`src/rtl/cw_pkg.sv`:
```
package cw_pkg;
   localparam int SEL_CNT = 2;

   typedef enum logic [2:0] {
      PH_IDLE,
      PH_PRE,
      PH_SEL,
      PH_CLK_LO,
      PH_DAT_SET,
      PH_CLK_HI
   } phase_t;
endpackage

```
`src/rtl/cw_step_timer.sv`:
```
module cw_step_timer #(
   parameter int STEP_CYCLES = 10000
) (
   input  logic clk,
   input  logic rst,
   input  logic run,
   output logic tick
);
   localparam int CW = (STEP_CYCLES > 1) ? $clog2(STEP_CYCLES) : 1;
   localparam logic [CW-1:0] LAST = CW'(STEP_CYCLES - 1);

   logic [CW-1:0] cnt;

   always_ff @(posedge clk) begin
      if (rst || !run) cnt <= '0;
      else if (cnt == LAST) cnt <= '0;
      else cnt <= cnt + 1'b1;
   end

   assign tick = run && (cnt == LAST);
endmodule

```
`src/rtl/cw_frame_build.sv`:
```
module cw_frame_build #(
   parameter int IDX_W   = 3,
   parameter int MAX_IDX = 3,
   parameter int DEV_W   = 2,
   parameter logic [DEV_W-1:0] DEV_ADDR = 2'b10,
   parameter int REG_W   = 5,
   parameter int DATA_W  = 8,
   localparam int FRAME_W = DEV_W + 1 + REG_W + DATA_W
) (
   input  logic [IDX_W-1:0]  idx,
   input  logic [REG_W-1:0]  reg_addr,
   input  logic [DATA_W-1:0] data,
   output logic [FRAME_W-1:0] frame,
   output logic [cw_pkg::SEL_CNT-1:0] sel_pick,
   output logic idx_ok
);
   assign frame  = {DEV_ADDR, 1'b1, reg_addr, data};
   assign idx_ok = (idx <= IDX_W'(MAX_IDX));

   for (genvar g = 0; g < cw_pkg::SEL_CNT; g++) begin : g_sel
      if (g == 0) begin : g_first
         assign sel_pick[g] = (idx == '0);
      end else begin : g_rest
         assign sel_pick[g] = (idx != '0);
      end
   end
endmodule

```
`src/rtl/cw_seq.sv`:
```
module cw_seq
   import cw_pkg::*;
#(
   parameter int FRAME_W = 16
) (
   input  logic clk,
   input  logic rst,
   input  logic start,
   input  logic [FRAME_W-1:0] frame_in,
   input  logic [SEL_CNT-1:0] sel_in,
   input  logic tick,
   output logic busy,
   output logic done,
   output logic ser_dat,
   output logic ser_clk,
   output logic [SEL_CNT-1:0] sel_n
);
   localparam int BW = $clog2(FRAME_W);
   localparam logic [BW-1:0] LAST_BIT = BW'(FRAME_W - 1);

   phase_t ph;
   logic [FRAME_W-1:0] shreg;
   logic [SEL_CNT-1:0] sel_hold;
   logic [BW-1:0] bitcnt;

   always_ff @(posedge clk) begin
      if (rst) begin
         ph       <= PH_IDLE;
         ser_dat  <= 1'b1;
         ser_clk  <= 1'b1;
         sel_n    <= '1;
         done     <= 1'b0;
         shreg    <= '0;
         sel_hold <= '0;
         bitcnt   <= '0;
      end else begin
         done <= 1'b0;
         unique case (ph)
            PH_IDLE: if (start) begin
               ph       <= PH_PRE;
               shreg    <= frame_in;
               sel_hold <= sel_in;
               bitcnt   <= '0;
            end
            PH_PRE: if (tick) begin
               ph    <= PH_SEL;
               sel_n <= ~sel_hold;
            end
            PH_SEL: if (tick) begin
               ph      <= PH_CLK_LO;
               ser_clk <= 1'b0;
            end
            PH_CLK_LO: if (tick) begin
               ph      <= PH_DAT_SET;
               ser_dat <= shreg[FRAME_W-1];
               shreg   <= {shreg[FRAME_W-2:0], 1'b0};
            end
            PH_DAT_SET: if (tick) begin
               ph      <= PH_CLK_HI;
               ser_clk <= 1'b1;
            end
            PH_CLK_HI: if (tick) begin
               if (bitcnt == LAST_BIT) begin
                  ph      <= PH_IDLE;
                  ser_dat <= 1'b1;
                  ser_clk <= 1'b1;
                  sel_n   <= '1;
                  done    <= 1'b1;
               end else begin
                  bitcnt  <= bitcnt + 1'b1;
                  ph      <= PH_CLK_LO;
                  ser_clk <= 1'b0;
               end
            end
            default: ph <= PH_IDLE;
         endcase
      end
   end

   assign busy = (ph != PH_IDLE);
endmodule

```
`src/rtl/codec_ctl_writer.sv`:
```
module codec_ctl_writer #(
   parameter int STEP_CYCLES = 10000,
   parameter int IDX_W       = 3,
   parameter int MAX_IDX     = 3,
   parameter int REG_W       = 5,
   parameter int DATA_W      = 8
) (
   input  logic              clk,
   input  logic              rst,
   input  logic              req_valid,
   input  logic [IDX_W-1:0]  req_chip,
   input  logic [REG_W-1:0]  req_reg,
   input  logic [DATA_W-1:0] req_data,
   output logic              busy,
   output logic              done,
   output logic              ser_dat,
   output logic              ser_clk,
   output logic [1:0]        sel_n
);
   localparam int DEV_W   = 2;
   localparam int FRAME_W = DEV_W + 1 + REG_W + DATA_W;

   if (STEP_CYCLES < 1) begin : g_bad_step
      $error("STEP_CYCLES must be at least 1");
   end
   if (MAX_IDX >= (1 << IDX_W)) begin : g_bad_idx
      $error("MAX_IDX does not fit in IDX_W bits");
   end
   if (cw_pkg::SEL_CNT != 2) begin : g_bad_sel
      $error("select count must match the sel_n port width");
   end

   logic [FRAME_W-1:0] frame;
   logic [1:0] sel_pick;
   logic idx_ok, tick, start;

   cw_frame_build #(
      .IDX_W(IDX_W), .MAX_IDX(MAX_IDX), .DEV_W(DEV_W),
      .DEV_ADDR(2'b10), .REG_W(REG_W), .DATA_W(DATA_W)
   ) u_frame (
      .idx(req_chip), .reg_addr(req_reg), .data(req_data),
      .frame(frame), .sel_pick(sel_pick), .idx_ok(idx_ok)
   );

   assign start = req_valid && idx_ok && !busy;

   cw_step_timer #(.STEP_CYCLES(STEP_CYCLES)) u_timer (
      .clk(clk), .rst(rst), .run(busy), .tick(tick)
   );

   cw_seq #(.FRAME_W(FRAME_W)) u_seq (
      .clk(clk), .rst(rst), .start(start), .frame_in(frame),
      .sel_in(sel_pick), .tick(tick), .busy(busy), .done(done),
      .ser_dat(ser_dat), .ser_clk(ser_clk), .sel_n(sel_n)
   );
endmodule

```
`config.mk`:
```
export PLATFORM = sky130hd
export DESIGN_NAME = codec_ctl_writer
export DESIGN_NICKNAME = d
export VERILOG_FILES = /design/src/rtl/cw_pkg.sv /design/src/rtl/cw_step_timer.sv /design/src/rtl/cw_frame_build.sv /design/src/rtl/cw_seq.sv /design/src/rtl/codec_ctl_writer.sv
export SDC_FILE = /design/constraint.sdc
export NUM_CORES = 1
export LEC_CHECK = 0
export ABC_AREA = 0
export BUFFER_PORTS_ARGS = -buffer_cell sky130_fd_sc_hd__buf_2
export CELL_PAD_IN_SITES_DETAIL_PLACEMENT = 0
export CELL_PAD_IN_SITES_GLOBAL_PLACEMENT = 2
export CORE_MARGIN = 8
export CORE_UTILIZATION = 32
export CTS_CLUSTER_DIAMETER = 80
export DETAILED_ROUTE_END_ITERATION = 10
export PLACE_DENSITY = 0.84
export SLEW_MARGIN = 25
export SYNTH_ARGS = -nofsm -noshare
export SYNTH_HDL_FRONTEND = slang
export SYNTH_SLANG_ARGS = --single-unit
```
`constraint.sdc`:
```
create_clock -name clk -period 2.22 [get_ports clk]
set_clock_uncertainty 0.05 [all_clocks]
set_input_delay 0.666 -clock clk [delete_from_list [all_inputs] [get_ports clk]]
set_output_delay 0.666 -clock clk [all_outputs]
set_load 0.05 [all_outputs]
```
# Word level (Yosys, flattened, before mapping)
# Index checks and enable logic that the tools add are counted.
[classes] n_addsub=2 order_cmp=1 eq_ne=15 mux=28 bitwise_logic=3 n_reduce_logical=23
[ops] cell="16-bit two-way mux" count=2
[ops] cell="16-bit case mux with 2 select lines" count=1
[ops] cell="3-bit two-way mux" count=6
[ops] cell="3-bit case mux with 6 select lines" count=1
[ops] cell="4-bit AND reduction" count=4
[ops] cell="14-bit by 1-bit adder with 14-bit output (second input constant)" count=1
[ops] cell="14-bit equality test (second input constant)" count=1
[ops] cell="2-bit inequality test (second input constant)" count=7
[ops] cell="4-bit two-way mux" count=3
[ops] cell="3-bit nonzero test" count=3
[ops] cell="2-bit two-way mux" count=4
[ops] cell="4-bit case mux with 2 select lines" count=1
[ops] cell="2-bit nonzero test" count=4
[ops] cell="1-bit two-way mux" count=7
[ops] cell="3-bit by 2-bit equality test with 1-bit output (second input constant)" count=2
[ops] cell="3-bit equality test (second input constant)" count=2
[ops] cell="3-bit zero test" count=2
[ops] cell="6-bit AND reduction" count=1
[ops] cell="4-bit by 1-bit adder with 4-bit output (second input constant)" count=1
[ops] cell="4-bit equality test (second input constant)" count=1
[ops] cell="2-bit case mux with 2 select lines" count=1
[ops] cell="3-bit by 1-bit equality test with 1-bit output (second input constant)" count=1
[ops] cell="3-bit by 2-bit less-or-equal comparator with 1-bit output (second input constant)" count=1
[ops] cell="1-bit logical AND" count=3
[ops] cell="other kinds (11)" count=12
[word_totals] regBits=44 inputBits=19 out_inout_bits=6

# Logic depth before layout (Yosys ltp)
[logic_depth] ltp_word=5 depth_mapped=8 ltp_nobuf=5

# Hierarchy
# From an unflattened synthesis, not the netlist that was laid out.
[hier_totals] hier_cells=252 hier_area_um2=2311.0
[modules_own_cells] mod="cw_seq" n_inst=1 cells_per_inst=161 area_each_um2=1522.7
[modules_own_cells] mod="cw_step_timer" n_inst=1 cells_per_inst=69 area_each_um2=636.9
[modules_own_cells] mod="cw_frame_build" n_inst=1 cells_per_inst=21 area_each_um2=142.6
[modules_own_cells] mod="codec_ctl_writer" n_inst=1 cells_per_inst=1 area_each_um2=8.8

# Least setup slack after synthesis
# No wires, ideal clock.
[synth_path] path_kind="reg-to-reg" start="reg u_timer.cnt[4]" end="reg u_seq.shreg[1]" setup_time_ns=0.119 arrival_ns=2.192 t_required_ns=2.051 setup_slack_ns=-0.141 stages_incl_launch_ff=7 path_buffers=2 cell_sequence="dfxtp_1 -> or4b_4 -> or4_1 -> or2_1 -> clkbuf_1 -> buf_6 -> o221a_2"
[synth_via] elab_chain_cells=4
[synth_lines] element="start: declaration" line_no="cw_step_timer.sv:12" source="logic [CW-1:0] cnt;"
[synth_lines] element="start signal: assignment" line_no="cw_step_timer.sv:17" source="else cnt <= cnt + 1'b1;"
[synth_lines] element="14-bit equality test" line_no="cw_step_timer.sv:20" source="assign tick = run && (cnt == LAST);"
[synth_lines] element="1-bit logical AND" line_no="cw_step_timer.sv:20"
[synth_lines] element="2-bit inequality test (no source line)"
[synth_lines] element="3-bit AND reduction (no source line)"
[synth_lines] element="end signal: assignment" line_no="cw_seq.sv:41" source="shreg <= frame_in;"
[synth_lines] element="end signal: assignment" line_no="cw_seq.sv:56" source="shreg <= {shreg[FRAME_W-2:0], 1'b0};"
[synth_lines] element="end: declaration" line_no="cw_seq.sv:22" source="logic [FRAME_W-1:0] shreg;"
# Every way passes these cells.
# A chain may end at the register's enable or synchronous reset.

# Final worst setup path
[layout_path] start="reg u_timer.cnt[12]" end="reg u_seq.bitcnt[3]"
[layout_via] elab_chain_cells=4
[layout_lines] element="14-bit equality test" line_no="cw_step_timer.sv:20"
[layout_lines] element="1-bit logical AND" line_no="cw_step_timer.sv:20"
[layout_lines] element="2-bit inequality test (no source line)"
[layout_lines] element="4-bit AND reduction (no source line)"
[layout_lines] element="end signal: assignment" line_no="cw_seq.sv:70" source="bitcnt <= bitcnt + 1'b1;"
[layout_lines] element="end: declaration" line_no="cw_seq.sv:24" source="logic [BW-1:0] bitcnt;"
# Every way passes these cells.

==> results by group <==
Logic synthesis
  – Synthesis warning total: 0
  – Register area share after synthesis: 0.445
  – Dominant cells by area after synthesis: dfxtp_1 45%, o221a_2 6.8%, o21a_1 4.9%
  – Post-synthesis instance total: 214
  – Syn nets: 235
  – Cell taking the most area after synthesis: dfxtp_1
  – Most common cell in the netlist: dfxtp_1
  – Post-Syn Area: 1980 um^2
  – #FFs+latches synth: between 40 and 50
  – Number of synthesized flops with an enable pin: 0
  – Post-synth ARST share: 0
  – Post-synth top area share: 0.445
  – Commonest cells in the netlist: 44 x dfxtp_1, 23 x nor2_1, 13 x o21a_1
  – Top_reg_cell synth: dfxtp_1
  – Unique cell type count in the Yosys netlist: 41
  – Synth Area per Inst: 9.25 um^2

Setup path
  – Reg-to-reg slack, setup: just over 0.04 ns
  – R2r startpoint: u_timer.cnt[12]
  – Crit-path max FO: 9
  – CP startpoint kind: register
  – CP Capture Type: register
  – Critical path required time: 2.42 ns
  – Crit Path Category: register to register
  – Arrival time at the worst endpoint: 2.37 ns
  – Worst R2R Path Depth: 4
  – Reg-to-reg endpoint: u_seq.bitcnt[3]

Clock network
  – CTS tree: built
  – Worst-path clk slew: approximately 0.090 ns
  – CTS sink count: 44
  – CTS Buf Count: 5
  – Clock Path Buffers: 2
  – Cts hold-fix bufs: 0
  – H-tree depth: 2
  – Setup Buffers After CTS: 0
  – Worst skew pair latency: 0.30 ns
  – Root Buffer: clkbuf_8
  – Post-CTS sizing: 1

Die
  – Die height: roughly 95 um
  – Initial Utilization: 0.332
  – Die X: 94.7 um
  – Core area: slightly below 6000 um^2
  – Die area: 8960 um^2
  – I/O pins: 25
  – Site row count: 28

Worst hold path
  – Worst hold endpoint: u_seq.ser_clk
  – Cells on Worst Hold Path: 2
  – Worst Hold Launch: u_seq.ser_clk
  – Hold Crit Class: register to register

Placed design
  – Final GP Congestion: 0.783
  – I/O Buffers: 24
  – Dpl hpwl: 3.37 mm
  – Placement Setup Slack: approximately 0.011 ns

Pwr
  – Total power: 1.57 mW
  – Power Density: 635 nW/um^2
  – Peak VDD IR: about 380 uV
  – Leakage power: roughly 0.93 nW

Routing
  – DRT met1 WL: 2.34 mm
  – WL final: 4.60 mm
  – Post-route DRC violation count: 0
  – Post-route ant nets: 0
  – Top Metal Used: met4
  – Wire per inst: 13.8 um
  – Vias: 1,696
  – Met3 wire len: around 180 um
  – DR vias/cell: 5.09
  – Met2 WL post-DR: 2.01 mm
  – DRC marker count from the first detailed-route iteration: 97
  – Pre-Repair DR Iteration Count: 4

Timing
  – Final worst-path setup slack: 0.0413 ns
  – Final hold viol count: 0
  – Final Cycle Share: 0.981
  – Maximum clock rate: between 400 and 500 MHz
  – Final setup vio count: 0
  – Setup Total Neg Slack: 0 ns
  – Slew HR: 0.795
  – WHS: 0.409 ns
  – Max-slew violation count: 0
  – Worst-Margin Slew: 0.304 ns
  – RSZ-0062 raised after global routing: true
  – Min Tclk post-route: 2.18 ns

Global route
  – Total gr overflow: 0
  – First-pass GRT wire length: 7.89 mm
  – Tot GR Track Use: 0.111
  – Largest net degree at the start of global routing: 16
  – Vias in the first global route: 1,629
  – Antenna violations before repair: 0

Finish
  – Fin nets: 278
  – # diodes: 0
  – Area growth syn-to-layout: 25.1%
  – Fillers: ~620
  – Final Util: 0.416
  – Layout cell share with drive strength beyond 1: 0.306

Run status
  – Status: complete, no violations

Run
  – Max-cap viol count: 0
## cell type report
class / count / area, um^2 / share of cell area
multi-input combinational: 152 / 1050 / 0.423
inverter: 6 / 22.5 / 0.00910
tap: 75 / 93.8 / 0.0379
sequential: 44 / 882 / 0.356
timing repair buffer: 48 / 313 / 0.126
clock buffer: 5 / 68.8 / 0.0278
clock inverter: 3 / 47.5 / 0.0192
## cell families after synthesis
group / count (synthesis) / synth area share
buffers and inverters: 18 / 0.0392
AO/OA/AOI/OAI: 49 / 0.197
XOR/XNOR: 12 / 0.0531
AND/OR/NAND/NOR: 85 / 0.233
multiplexers: 4 / 0.0209
flip-flops: 44 / 0.445
adder cells (fa/ha/maj): 2 / 0.0126
## placed cells by master, fill, tap and decap left out, types with 2 or more instances in the layout
cell type  synthesis  routed
nand2b_1           3       3
or4_1              5       2
xnor2_1            8       8
o21ai_0            4       4
nor2b_1            2       2
nand2_1           10      10
buf_4              0      23
inv_1              5       5
nand4_1            5       5
or4_4              0       3
nor3_1             9       8
mux2i_1            3       3
o211ai_1           2       2
clkbuf_8           0       5
nor3b_1            3       2
o221a_2           12      12
dfxtp_1           44      43
and3_1             2       2
xor2_1             4       4
ha_1               2       2
nand3_1            7       7
o21a_1            13      13
nor2_1            23      23
clkinv_4           0       2
a211oi_1           3       3
or3_1              3       3
nor4_1             5       5
and4_1             2       2
a21oi_1            9       8
buf_2              2      24
o31ai_1            2       2
## flip-flops by register name (all words and copies together), names as in the netlist
register / cells
u_seq.bitcnt: 4
u_seq.sel_n: 2
u_seq.sel_hold: 2
u_seq.ser_clk: 1
u_seq.done: 1
u_seq.ph: 3
u_seq.shreg: 16
u_seq.ser_dat: 1
u_timer.cnt: 14
## worst max-delay path by stage
stage | end | slack (ns) | startpoint | cells past startpoint
2_1_floorplan | u_seq.sel_n[0] | 0.007 | u_seq.ph[0] | 5
3_3_place_gp | u_seq.shreg[11] | 0.04 | u_timer.cnt[12] | 4
3_5_place_dp | u_seq.shreg[5] | 0.01 | u_timer.cnt[12] | 4
4_1_cts | u_seq.sel_n[1] | 0.05 | u_timer.cnt[6] | 5
5_1_grt | u_seq.sel_n[0] | -0.02 | u_timer.cnt[6] | 5
6_report | u_seq.bitcnt[3] | 0.04 | u_timer.cnt[12] | 4
## per-layer routing
metal / vias up / GRT usage
li1: 878 / -
met1: 794 / 0.149
met2: 16 / 0.167
met3: 8 / 0.0302
met4: 0 / 0.0429
met5: - / 0
## power by group
part           internal [mW]  total [mW]  switching (mW)  leakage [nW]
combinational         0.0611       0.118          0.0570         0.510
clock                  0.339       0.630           0.291        0.0583
sequential             0.812       0.826          0.0134         0.358
total                   1.21        1.57           0.361         0.927
## critical path: stages, from the launching register on
cell	delay, ns
dfxtp_2	0.33
or4b_4	0.57
or4_4	0.51
or4_4	0.54
a21oi_2	0.14
## through the flow
step	instance area, um^2	cells
2_1_floorplan	1990	214
3_3_place_gp	2340	325
3_5_place_dp	2340	325
4_1_cts	2460	333
5_1_grt	2480	333
6_report	2480	333
Power figures use the tool's default switching activity.
